===== src/rtl/mrs_pkg.sv =====
package mrs_pkg;
  localparam int MODE_W = 15;
  localparam int BANK_W = 3;

  typedef struct packed {
    logic [3:0] bl;
    logic       bt;
    logic [2:0] cl;
    logic       tm;
    logic [2:0] wr;
    logic       pd;
  } mode_t;

  localparam mode_t RST_MODE = '{bl: 4'd4, bt: 1'b0, cl: 3'd3, tm: 1'b0, wr: 3'd2, pd: 1'b0};
endpackage


===== src/rtl/mrs_decode.sv =====
module mrs_decode
  import mrs_pkg::*;
(
  input  logic [MODE_W-1:0] word,
  output mode_t             fields,
  output logic              reserved
);
  logic bl_bad, cl_bad, wr_bad;
  logic unused_hi;
  assign unused_hi = ^{word[14:13], word[8]};

  always_comb begin
    fields = RST_MODE;
    bl_bad = 1'b0;
    cl_bad = 1'b0;
    wr_bad = 1'b0;
    case (word[2:0])
      3'b010:  fields.bl = 4'd4;
      3'b011:  fields.bl = 4'd8;
      default: bl_bad = 1'b1;
    endcase
    fields.bt = word[3];
    case (word[6:4])
      3'b011:  fields.cl = 3'd3;
      3'b100:  fields.cl = 3'd4;
      3'b101:  fields.cl = 3'd5;
      3'b110:  fields.cl = 3'd6;
      default: cl_bad = 1'b1;
    endcase
    fields.tm = word[7];
    case (word[11:9])
      3'b001:  fields.wr = 3'd2;
      3'b010:  fields.wr = 3'd3;
      3'b011:  fields.wr = 3'd4;
      3'b100:  fields.wr = 3'd5;
      3'b101:  fields.wr = 3'd6;
      default: wr_bad = 1'b1;
    endcase
    fields.pd = word[12];
    reserved = bl_bad | cl_bad | wr_bad;
  end
endmodule


===== src/rtl/mrs_gate.sv =====
module mrs_gate
  import mrs_pkg::*;
#(
  parameter int TMRD = 4
) (
  input  logic              clk,
  input  logic              rst,
  input  logic              req_valid,
  input  logic [BANK_W-1:0] req_bank,
  input  logic              banks_idle,
  input  logic              burst_active,
  output logic              accept,
  output logic              reject,
  output logic              busy
);
  localparam int CNT_W = $clog2(TMRD + 1);
  localparam logic [CNT_W-1:0] CNT_LOAD = CNT_W'(TMRD);

  logic [CNT_W-1:0] cnt_q;
  logic             is_mr;

  assign is_mr  = req_valid && (req_bank == '0);
  assign busy   = (cnt_q != '0);
  assign accept = is_mr && banks_idle && !burst_active && !busy;
  assign reject = is_mr && !accept;

  always_ff @(posedge clk) begin
    if (rst)         cnt_q <= '0;
    else if (accept) cnt_q <= CNT_LOAD;
    else if (busy)   cnt_q <= cnt_q - 1'b1;
  end


  lock_start_chk: assert property (@(posedge clk) disable iff (rst)
    accept |=> busy);

  lock_reject_chk: assert property (@(posedge clk) disable iff (rst)
    (is_mr && busy) |-> reject);
endmodule


===== src/rtl/mrs_load_ctrl.sv =====
module mrs_load_ctrl
  import mrs_pkg::*;
#(
  parameter int TMRD = 4
) (
  input  logic              clk,
  input  logic              rst,
  input  logic              req_valid,
  input  logic [BANK_W-1:0] req_bank,
  input  logic [MODE_W-1:0] req_word,
  input  logic              banks_idle,
  input  logic              burst_active,
  output logic              cmd_block,
  output logic              load_ok,
  output logic              illegal_err,
  output logic              reserved_err,
  output logic              dll_reset_pulse,
  output logic [3:0]        burst_len,
  output logic              burst_interleave,
  output logic [2:0]        cas_lat,
  output logic              test_mode,
  output logic [2:0]        wr_rec,
  output logic              pd_slow_exit
);
  mode_t dec_fields, mode_q;
  logic  dec_reserved, accept, reject;

  mrs_decode u_dec (
    .word     (req_word),
    .fields   (dec_fields),
    .reserved (dec_reserved)
  );

  mrs_gate #(.TMRD(TMRD)) u_gate (
    .clk          (clk),
    .rst          (rst),
    .req_valid    (req_valid),
    .req_bank     (req_bank),
    .banks_idle   (banks_idle),
    .burst_active (burst_active),
    .accept       (accept),
    .reject       (reject),
    .busy         (cmd_block)
  );

  always_ff @(posedge clk) begin
    if (rst) begin
      mode_q          <= RST_MODE;
      load_ok         <= 1'b0;
      illegal_err     <= 1'b0;
      reserved_err    <= 1'b0;
      dll_reset_pulse <= 1'b0;
    end else begin
      load_ok         <= 1'b0;
      illegal_err     <= reject;
      reserved_err    <= 1'b0;
      dll_reset_pulse <= 1'b0;
      if (accept) begin
        if (dec_reserved) begin
          reserved_err <= 1'b1;
        end else begin
          mode_q          <= dec_fields;
          load_ok         <= 1'b1;
          dll_reset_pulse <= req_word[8];
        end
      end
    end
  end

  assign burst_len        = mode_q.bl;
  assign burst_interleave = mode_q.bt;
  assign cas_lat          = mode_q.cl;
  assign test_mode        = mode_q.tm;
  assign wr_rec           = mode_q.wr;
  assign pd_slow_exit     = mode_q.pd;


  dll_single_chk: assert property (@(posedge clk) disable iff (rst)
    dll_reset_pulse |=> !dll_reset_pulse);

  illegal_keep_chk: assert property (@(posedge clk) disable iff (rst)
    illegal_err |-> $stable(mode_q));

  reserved_keep_chk: assert property (@(posedge clk) disable iff (rst)
    reserved_err |-> ($stable(mode_q) && !load_ok));

  bank_ignore_chk: assert property (@(posedge clk) disable iff (rst)
    (req_valid && req_bank != '0) |=> (!load_ok && !illegal_err && !reserved_err));

  excl_pulse_chk: assert property (@(posedge clk) disable iff (rst)
    !(load_ok && illegal_err));
endmodule


===== config.mk =====
export PLATFORM = sky130hd
export DESIGN_NAME = mrs_load_ctrl
export DESIGN_NICKNAME = d
export VERILOG_FILES = /design/src/rtl/mrs_pkg.sv /design/src/rtl/mrs_decode.sv /design/src/rtl/mrs_gate.sv /design/src/rtl/mrs_load_ctrl.sv
export SDC_FILE = /design/constraint.sdc
export NUM_CORES = 1
export LEC_CHECK = 0
export ABC_AREA = 1
export CAP_MARGIN = 15
export CORE_MARGIN = 10
export CORE_UTILIZATION = 25
export DETAILED_ROUTE_END_ITERATION = 8
export SETUP_SLACK_MARGIN = 0.5
export SLEW_MARGIN = 15
export SYNTH_ARGS = -nofsm -noshare
export SYNTH_HDL_FRONTEND = slang
export SYNTH_SLANG_ARGS = --single-unit

===== constraint.sdc =====
create_clock -name clk -period 1.7 [get_ports clk]
set_input_delay 0.34 -clock clk [delete_from_list [all_inputs] [get_ports clk]]
set_output_delay 0.34 -clock clk [all_outputs]
set_load 0.01 [all_outputs]

# Word level (Yosys, flattened, before mapping)
# Index checks and enable logic that the tools add are counted.
# op_classes
add_sub_neg	1
n_eq_ne	11
muxes	10
n_bitwise	4
n_reduce_logical	18
# op_table
op	count
$eq 3x2->1 const B	5
$eq 3x3->1 const B	5
$pmux 3 s4	1
$pmux 3 s3	1
$mux 3	2
$reduce_or 2->1	3
$logic_and 1x1->1	5
$mux 1	5
$reduce_or 5->1	1
$mux 4	1
$reduce_or 4->1	1
$eq 3x1->1 const B	1
$logic_not 1->1	3
$logic_not 3->1	1
$reduce_bool 3->1	1
$reduce_or 3->1	1
$sub 3x1->3 const B	1
$not 1->1	2
$or 1x1->1	2
$reduce_and 2->1	1
$reduce_bool 2->1	1
# word_totals
ff_bits	20
in_bits	23
out_inout_bits	18
elab_cells	56

# Depth between registers and ports, before layout
# Gate-level depths: netlist (run 1).
# depth
depth_word	7
mapped_depth	10
ltp_nobuf	10

# Modules after synthesis
# A second synthesis (run 1) with hierarchy kept.
# hier_totals
hier_cells	155
area_unflattened_um2	1043.5
# by_module_without_submodules
module	n_inst	cells_per_inst	area_each_um2	seq_area_each_um2
mrs_load_ctrl	1	87	646.9	340.3
mrs_gate	1	35	231.5	60.1
mrs_decode	1	33	165.2	0.0

# Worst setup path before layout (run 1)
# No wires, ideal clock.
# synth_path
path_type	reg2reg
from	register u_gate.cnt_q[0]
to	register mode_q (netlist bit wr_rec[2])
setup_ns	0.112
arrival_time_ns	1.220
t_required_ns	1.588
slack_ns	0.368
stages_incl_launch_ff	11
n_path_buf	1
synth_period_minus_slack_ns	1.332
cell_sequence	dfxtp_1 inv_1 ha_1 inv_1 nor2_4 nand2_2 nor2_8 buf_6 nand3_1 nand2_1 nor2_2
# synth_via
elab_chain_cells	4
# synth_rtl
item	line_no	rtl
start, declared	mrs_gate.sv:19	logic [CNT_W-1:0] cnt_q;
start signal, assigned	mrs_gate.sv:30	else if (busy) cnt_q <= cnt_q - 1'b1;
$reduce_bool 3->1	mrs_gate.sv:23	assign busy = (cnt_q != '0);
$logic_not 1->1	mrs_gate.sv:24	assign accept = is_mr && banks_idle && !burst_active && !busy;
$logic_and 1x1->1	mrs_gate.sv:24	
$reduce_and 2->1 (no source line)	--	
end signal, assigned	mrs_load_ctrl.sv:62	mode_q <= dec_fields;
end, declared	mrs_load_ctrl.sv:25	mode_t dec_fields, mode_q;
# No other way between the ends.
# A chain may end at the register's enable or synchronous reset.

# Worst setup path after layout (run 1)
# layout_path
from	register u_gate.cnt_q[0]
to	register mode_q (netlist bit burst_interleave)
# Same word-level chain as after synthesis.

==> out/metrics.cfg, run 1 <==
[status]
run_status = complete, no violations

[critical_path]
worstReg2RegEnd = burst_interleave$_SDFFE_PP0P_
rrSetupSlack_ns = 0.30
worst-path-max-fanout = 8
reg2reg_depth = 10
r2r_start = u_gate.cnt_q[0]$_SDFFE_PP0P_
crit_type = reg2reg
worst-endpoint-arrival_ns = 1.59
startpoint_type = flop
crit_path_end_kind = flop
cp_data_required_time_ns = 1.88

[clock_network]
cts.sinks = 18
cts_tree = yes
hold_buffers = 0
htree_levels = 1
clock_latency_ns = 0.25
clk_pin_slew_ns = 0.07
clockBufferDepth = 2
cts-root-buf = clkbuf_8
numCtsBuffers = 3

[synthesis]
yosysTopAreaCellShare = 0.372
ys_top_cells_by_count = nand2_1, dfxtp_1, inv_1, nor2_2, nor2_1
synthesis.area_um2 = 968
synth_cell_types = 28
synth_area_leaders = dfxtp_1, nand2_1, nor2_2, inv_1, nand3_1
synth_area_leader_cell = dfxtp_1
yosys_warnings = 0
avgSynthCellArea_um2 = 7.75
synthArstFlopShare = 0
synthCells = 125
ys_seq_area_frac = 0.372
ys_ff_latch = 18
yosysMostFrequentCell = nand2_1
synth_edf_count = 0
synthFlopType = dfxtp_1

[routing]
vias = 989
drc = 0
ant_nets = 0
first_pass_iters = 4
wirelength_um = 2650
wire_per_inst_um = 11.2
routed_via_density = 4.19
drtIter0Drc = 37

[finish]
multi_input_area_um2 = 642
num-fill-cells = 371
nets = 215
syn2layout_area_growth_pct = 78.7
drive_above_1_share = 0.521
regArea_um2 = 367
fin_area_um2 = 1730
n_antenna_cell = 0

[sta]
slew_viol_final = 0
fmaxAchievable_mhz = 713
min_period_ns = 1.40
setup_viol = 0
hold_viol = 0
finalCritPeriodShare = 0.825
rsz0062_at_grt = true
finClkSkew_ns = 0.00131

[run]
drv_cap = 0

[floorplanning]
num_rows = 22
initial_core_util = 0.261
ios = 41
die_h_um = 82.2
dieArea_um2 = 6760
die-width_um = 82.2
core_area_um2 = 3720

[global_route]
grt_util_all_layers = 0.0827
grt_pass1_vias = 1066
grt_pass1_wl_um = 4540
grt-ovfl-total = 0
grt_start_max_net_pins = 12
grt_antenna_before_repair = 0

[placement]
dpl_cell_area_um2 = 1510
port_buffers = 36
hpwl_um = 2040
gp_congestion = 0.729

[hold_path]
min_to = wr_rec[0]$_SDFFE_PP0P_
holdPathStages = 2
hp-class = reg2reg
min-delay-start = wr_rec[0]$_SDFFE_PP0P_

[power]
report.power.total_mw = 1.41
power.leakage_nw = 0.819
max-vdd-ir-drop_uv = 307
power.density_nw_per_um2 = 814

[stage by stage]
step                utilization  cells  worst slack [ns]  TNS [ns]  hold WS (ns)
floorplan                     -    126             0.442         0         0.409
global placement          0.406    221           -0.0654    -0.188         0.455
detailed placement        0.406    221           -0.0655    -0.321         0.463
CTS                       0.453    231             0.285         0         0.475
global route              0.466    236             0.225         0         0.487
finish                    0.466    236             0.298         0         0.469
[cell type report]
| type | instances | share of cell area |
|---|---|---|
| multi-input cells | 86 | 0.371 |
| clock buffers | 4 | 0.0318 |
| well taps | 48 | 0.0347 |
| repair buffers | 61 | 0.301 |
| inverters | 19 | 0.0499 |
| flip-flops and latches | 18 | 0.212 |
[flip-flops by register name (all words and copies together) (netlist names), 2 cells and up]
register and cells:
burst_len 2, cas_lat 3, u_gate.cnt_q 3, wr_rec 3
[report_power, final]
group          switching, mW  internal (mW)
registers             0.0254          0.456
logic                  0.273          0.315
clock network          0.135          0.205
[logic make-up after synthesis]
| family | synth area share |
|---|---|
| AO/OA/AOI/OAI | 0.0659 |
| adder cells (fa/ha/maj) | 0.0388 |
| XOR/XNOR | 0.00905 |
| buffers and inverters | 0.110 |
| flip-flops | 0.372 |
| other | 0.00387 |
| AND/OR/NAND/NOR | 0.401 |
[critical path, stage by stage, from the launching register on]
cell and delay, ns:
dfxtp_2 0.32, inv_2 0.07, ha_4 0.15, inv_4 0.03, nor2_4 0.13, nand2_4 0.08
nor2_8 0.13, nand3_4 0.18, clkinv_8 0.14, nor2_4 0.04, nor2_2 0.07
[routing by layer]
layer  share of wire  track usage
met1            0.41       0.0909
met2            0.52        0.149
met4           0.012       0.0391
met3           0.056       0.0151
met5               0            0
[placed cells by master, fill, tap and decap left out, types with 3 or more instances in the layout]
master / netlist / layout
dfxtp_2: 0 / 5
inv_1: 13 / 10
dlygate4sd2_1: 0 / 12
buf_4: 2 / 21
clkbuf_8: 0 / 4
clkbuf_2: 0 / 8
inv_2: 5 / 7
nand2_2: 3 / 11
nand3_2: 1 / 3
nand2_1: 22 / 13
nor2_2: 11 / 9
nor2_1: 10 / 5
dfxtp_1: 18 / 13
nand4_1: 3 / 3
clkdlybuf4s50_1: 0 / 11
nor2_4: 3 / 11
buf_6: 1 / 4
nand3_1: 8 / 5
nand3b_1: 3 / 3
[timing repair]
| item | in CTS | in global routing |
|---|---|---|
| setup endpoints to repair | 34 | 28 |
| pin swaps | 24 | 10 |
| setup buffers | 5 | 5 |
| cloned | 1 | 0 |
| gates resized for setup | 67 | 25 |
[worst max path at each step]
| stage | from | end | depth (start not counted) |
|---|---|---|---|
| global route | u_gate.cnt_q[0]$_SDFFE_PP0P_ | wr_rec[1]$_SDFFE_PP1P_ | 10 |
| floorplan | u_gate.cnt_q[1]$_SDFFE_PP0P_ | burst_interleave$_SDFFE_PP0P_ | 10 |
| global placement | req_word[11] | burst_len[2]$_SDFFE_PP1P_ | 9 |
| CTS | u_gate.cnt_q[1]$_SDFFE_PP0P_ | burst_interleave$_SDFFE_PP0P_ | 10 |
| detailed placement | req_word[11] | burst_len[2]$_SDFFE_PP1P_ | 9 |
| finish | u_gate.cnt_q[0]$_SDFFE_PP0P_ | burst_interleave$_SDFFE_PP0P_ | 10 |
No activity file was read; power rests on OpenSTA's default activity.
==> run 2, diff against run 1 <==
==> constraint.sdc (replaced) <==
create_clock -name clk -period 1.3 [get_ports clk]
set_input_delay 0.26 -clock clk [delete_from_list [all_inputs] [get_ports clk]]
set_output_delay 0.26 -clock clk [all_outputs]
set_load 0.01 [all_outputs]
==> out/metrics.cfg, run 2 (synthesized netlist as in run 1, its figures left out) <==
[critical_path]
startpoint_type = flop
rrSetupSlack_ns = -0.06
crit_type = reg2reg
crit_path_end_kind = flop
worst-path-max-fanout = 8
reg2reg_depth = 9
worstReg2RegEnd = load_ok$_SDFF_PP0_
r2r_start = u_gate.cnt_q[0]$_SDFFE_PP0P_
worst-endpoint-arrival_ns = 1.54
endpoint = load_ok$_SDFF_PP0_
cp_data_required_time_ns = 1.49
startpoint = u_gate.cnt_q[0]$_SDFFE_PP0P_

[sta]
slew_viol_final = 0
fmaxAchievable_mhz = 736
holdWs_ns = 0.466
min_period_ns = 1.36
finClkSkew_ns = 0.000640
hold_viol = 0
setup_viol = 14
finalCritPeriodShare = 1.05
fin_ws_ns = -0.0588
rsz0062_at_grt = true

[routing]
vias = 989
ant_nets = 0
drc = 0
wirelength_um = 2760
drtIter0Drc = 36
routed_via_density = 4.10
wire_per_inst_um = 11.5
first_pass_iters = 4

[power]
report.power.total_mw = 1.74
power.density_nw_per_um2 = 1010
internal_power_mw = 1.21
pwr-share-clk = 0.253
switching_power_mw = 0.525
power.leakage_nw = 0.827
max-vdd-ir-drop_uv = 342
power_frac_comb = 0.390
seq_power_share = 0.358
swShare = 0.302

[clock_network]
clock_latency_ns = 0.25
cts.sinks = 18
hold_buffers = 0
clk_pin_slew_ns = 0.06
htree_levels = 1
cts_tree = yes
numCtsBuffers = 3
cts-root-buf = clkbuf_8
clockBufferDepth = 2

[floorplanning]
initial_core_util = 0.261
die-width_um = 82.2
die_h_um = 82.2
core_area_um2 = 3720
ios = 41
dieArea_um2 = 6760
num_rows = 22

[global_route]
grt_util_all_layers = 0.0811
grt_pass1_vias = 1056
grt_antenna_before_repair = 0
grt_start_max_net_pins = 11
grt_pass1_wl_um = 4440
grt-ovfl-total = 0

[finish]
mostFrequentLayoutCell = buf_4
nets = 220
final_util = 0.461
final_cell_mix = buf_4, nand2_1, nor2_2, clkdlybuf4s50_1, buf_6
syn2layout_area_growth_pct = 77.0
n_antenna_cell = 0
drive_above_1_share = 0.539
fin_area_um2 = 1710

[placement]
pre_cts_ws_ns = -0.392
dpl_cell_area_um2 = 1540
port_buffers = 36
hpwl_um = 2180
gp_congestion = 0.739

[status]
run_status = finished with violations
violations = setup timing

[run]
drv_cap = 0

[hold_path]
hp-class = reg2reg
min-delay-start = wr_rec[1]$_SDFFE_PP1P_

## run 2: cell type report
class                           count  area (um2)
Fill cell                         380        2000
Tap cell                           48        60.1
Multi-Input combinational cell     86         559
Sequential cell                    18         378
Timing Repair Buffer               66         586
Inverter                           19        76.3
Clock buffer                        4        55.1
## run 2: worst max-delay path, cell delays in order, from the launching register on
cell and delay, ns:
dfxtp_2 0.32, inv_2 0.07, ha_4 0.14, inv_2 0.04, nor2_4 0.11, nand2_4 0.08
nor2_8 0.13, nand3_4 0.14, buf_4 0.17, nor2_2 0.10
## run 2: per-stage QoR
step,setup TNS [ns],std cells
after floorplan,0,126
after global placement,-4.65,226
after detailed placement,-5.23,226
after CTS,-0.584,237
after global routing,-2.03,241
final,-0.403,241
## run 2: power groups by stage
stage          clock network (mW)  logic [mW]  registers (mW)
3_5_place_dp                    0       0.691           0.630
4_1_cts                     0.450       0.681           0.619
5_1_grt                     0.472       0.745           0.627
2_1_floorplan                   0       0.346           0.632
6_report                    0.440       0.678           0.622
3_3_place_gp                    0       0.652           0.628
## run 2: worst min-delay path by stage
stage,to,slack [ns],depth (start not counted)
after floorplan,burst_len[3]$_SDFFE_PP0P_,0.33,1
after CTS,wr_rec[1]$_SDFFE_PP1P_,0.47,2
final,wr_rec[1]$_SDFFE_PP1P_,0.47,2
after global placement,burst_len[3]$_SDFFE_PP0P_,0.46,2
after global routing,wr_rec[1]$_SDFFE_PP1P_,0.50,2
after detailed placement,wr_rec[1]$_SDFFE_PP1P_,0.46,2
## run 2: repair_timing
action | 4_1_cts | 5_1_grt
gates resized for setup | 91 | 15
setup endpoints to repair | 34 | 34
setup buffers | 6 | 4
cloned | 1 | 0
pin swaps | 13 | 3
## run 2: routing by layer
layer	share of wire	vias up	global-route usage
li1	-	531	-
met1	0.42	435	0.0932
met2	0.51	21	0.143
met3	0.061	2	0.0173
met4	0.012	0	0.0306
met5	0	-	0
==> run 3, diff against run 2 <==
--- a/config.mk
+++ b/config.mk
@@ -6,11 +6,11 @@
 export NUM_CORES = 1
 export LEC_CHECK = 0
 export ABC_AREA = 1
-export CAP_MARGIN = 15
 export CORE_MARGIN = 10
 export CORE_UTILIZATION = 25
 export DETAILED_ROUTE_END_ITERATION = 8
 export SETUP_SLACK_MARGIN = 0.5
+export SKIP_LAST_GASP = 1
 export SLEW_MARGIN = 15
 export SYNTH_ARGS = -nofsm -noshare
 export SYNTH_HDL_FRONTEND = slang
==> out/metrics.cfg, run 3 (synthesized netlist as in run 1, its figures left out) <==
[status]
run_status = finished with violations
violations = setup timing

[finish]
mostFrequentLayoutCell = buf_4
n_antenna_cell = 0
final_util = 0.461
final_cell_mix = buf_4, nand2_1, nor2_2, clkdlybuf4s50_1, buf_6
nets = 220
syn2layout_area_growth_pct = 77.0
drive_above_1_share = 0.539

[critical_path]
crit_type = reg2reg
startpoint_type = flop
slowest_stage = dfxtp_2
worst-path-max-fanout = 8
worst-endpoint-arrival_ns = 1.54
cp_data_required_time_ns = 1.49
slowest_delay_ns = 0.32
crit_path_end_kind = flop
cp_common_cell = inv_2
worstPathCellList = inv_2 > ha_4 > inv_2 > nor2_4 > nand2_4 > nor2_8 > nand3_4 > buf_4 > nor2_2

[routing]
wirelength_um = 2760
drc = 0
wl_met2_um = 1400
route.met3.wl_um = 169
vias = 989
highest_layer = met4
ant_nets = 0
drtIter0Drc = 36
wire_per_inst_um = 11.5
routed_via_density = 4.10
drt-met1-wl_um = 1160
first_pass_iters = 4

[sta]
finalCritPeriodShare = 1.05
fin_ws_ns = -0.0588
setup_viol = 14
slew_viol_final = 0
rsz0062_at_grt = true
hold_viol = 0
finClkSkew_ns = 0.000640
holdWs_ns = 0.466
fmaxAchievable_mhz = 736
min_period_ns = 1.36

[clock_network]
clockBufferDepth = 2
cts_tree = yes
clock_latency_ns = 0.25
htree_levels = 1
cts-root-buf = clkbuf_8
cts.sinks = 18
numCtsBuffers = 3
clk_pin_slew_ns = 0.06

[run]
drv_cap = 0

[floorplanning]
die_h_um = 82.2
ios = 41
dieArea_um2 = 6760
die-width_um = 82.2
num_rows = 22
initial_core_util = 0.261
core_area_um2 = 3720

[power]
power.density_nw_per_um2 = 1010
power.leakage_nw = 0.827
max-vdd-ir-drop_uv = 342

[placement]
hpwl_um = 2180
port_buffers = 36
gp_congestion = 0.739

[global_route]
grt_pass1_vias = 1057
grt_antenna_before_repair = 0
grt_util_all_layers = 0.0813
grt-ovfl-total = 0
grt_pass1_wl_um = 4450
grt_start_max_net_pins = 11

[hold_path]
hp-class = reg2reg

-- run 3: cell counts in the layout (fill, tap and decap cells not counted) --
No cell type changed its count.
-- run 3: power by group --
part	switching [mW]	leakage [nW]	internal, mW
Combinational	0.329	0.650	0.349
Sequential	0.0252	0.149	0.597
Clock	0.171	0.0288	0.268
Total	0.525	0.827	1.21
-- run 3: layout make-up --
type,instances,area [um2]
Fill cell,380,2000
Timing Repair Buffer,66,586
Inverter,19,76.3
Multi-Input combinational cell,86,559
Sequential cell,18,378
Clock buffer,4,55.1
Tap cell,48,60.1
-- run 3: per-layer routing --
metal  vias up  global-route usage
met3         2              0.0173
met5         -                   0
met1       435              0.0938
met4         0              0.0306
li1        531                   -
met2        21               0.143
-- run 3: final timing paths --
check,from,end,slack [ns],cells past startpoint
setup / recovery,u_gate.cnt_q[0]$_SDFFE_PP0P_,load_ok$_SDFF_PP0_,-0.06,9
hold reg to reg,wr_rec[1]$_SDFFE_PP1P_,wr_rec[1]$_SDFFE_PP1P_,0.47,2
hold / removal,wr_rec[1]$_SDFFE_PP1P_,wr_rec[1]$_SDFFE_PP1P_,0.47,2
setup reg to reg,u_gate.cnt_q[0]$_SDFFE_PP0P_,load_ok$_SDFF_PP0_,-0.06,9
-- run 3: critical path: cells and delay by family (launching register included) --
kind	cells	cell delay (ns)
adder cells (fa/ha/maj)	1	0.14
flip-flops	1	0.32
AND/OR/NAND/NOR	5	0.56
buffers and inverters	3	0.28
-- run 3: repair_timing --
| item | 4_1_cts | 5_1_grt |
|---|---|---|
| pin swaps | 13 | 3 |
| endpoints found under the setup margin | 34 | 34 |
| setup buffers | 6 | 4 |
| gates cloned | 1 | 0 |
| gates resized for setup | 90 | 16 |
| hold buffers | 0 | 0 |
-- run 3: stage by stage --
stage	setup TNS (ns)	area (um2)	total power [mW]	std cells	worst slack [ns]
3_3_place_gp	-4.65	1540	1.28	226	-0.353
5_1_grt	-2.03	1710	1.84	241	-0.157
2_1_floorplan	0	995	0.978	126	0.0423
3_5_place_dp	-5.23	1540	1.32	226	-0.392
4_1_cts	-0.641	1670	1.77	237	-0.0667
6_report	-0.403	1710	1.74	241	-0.0588
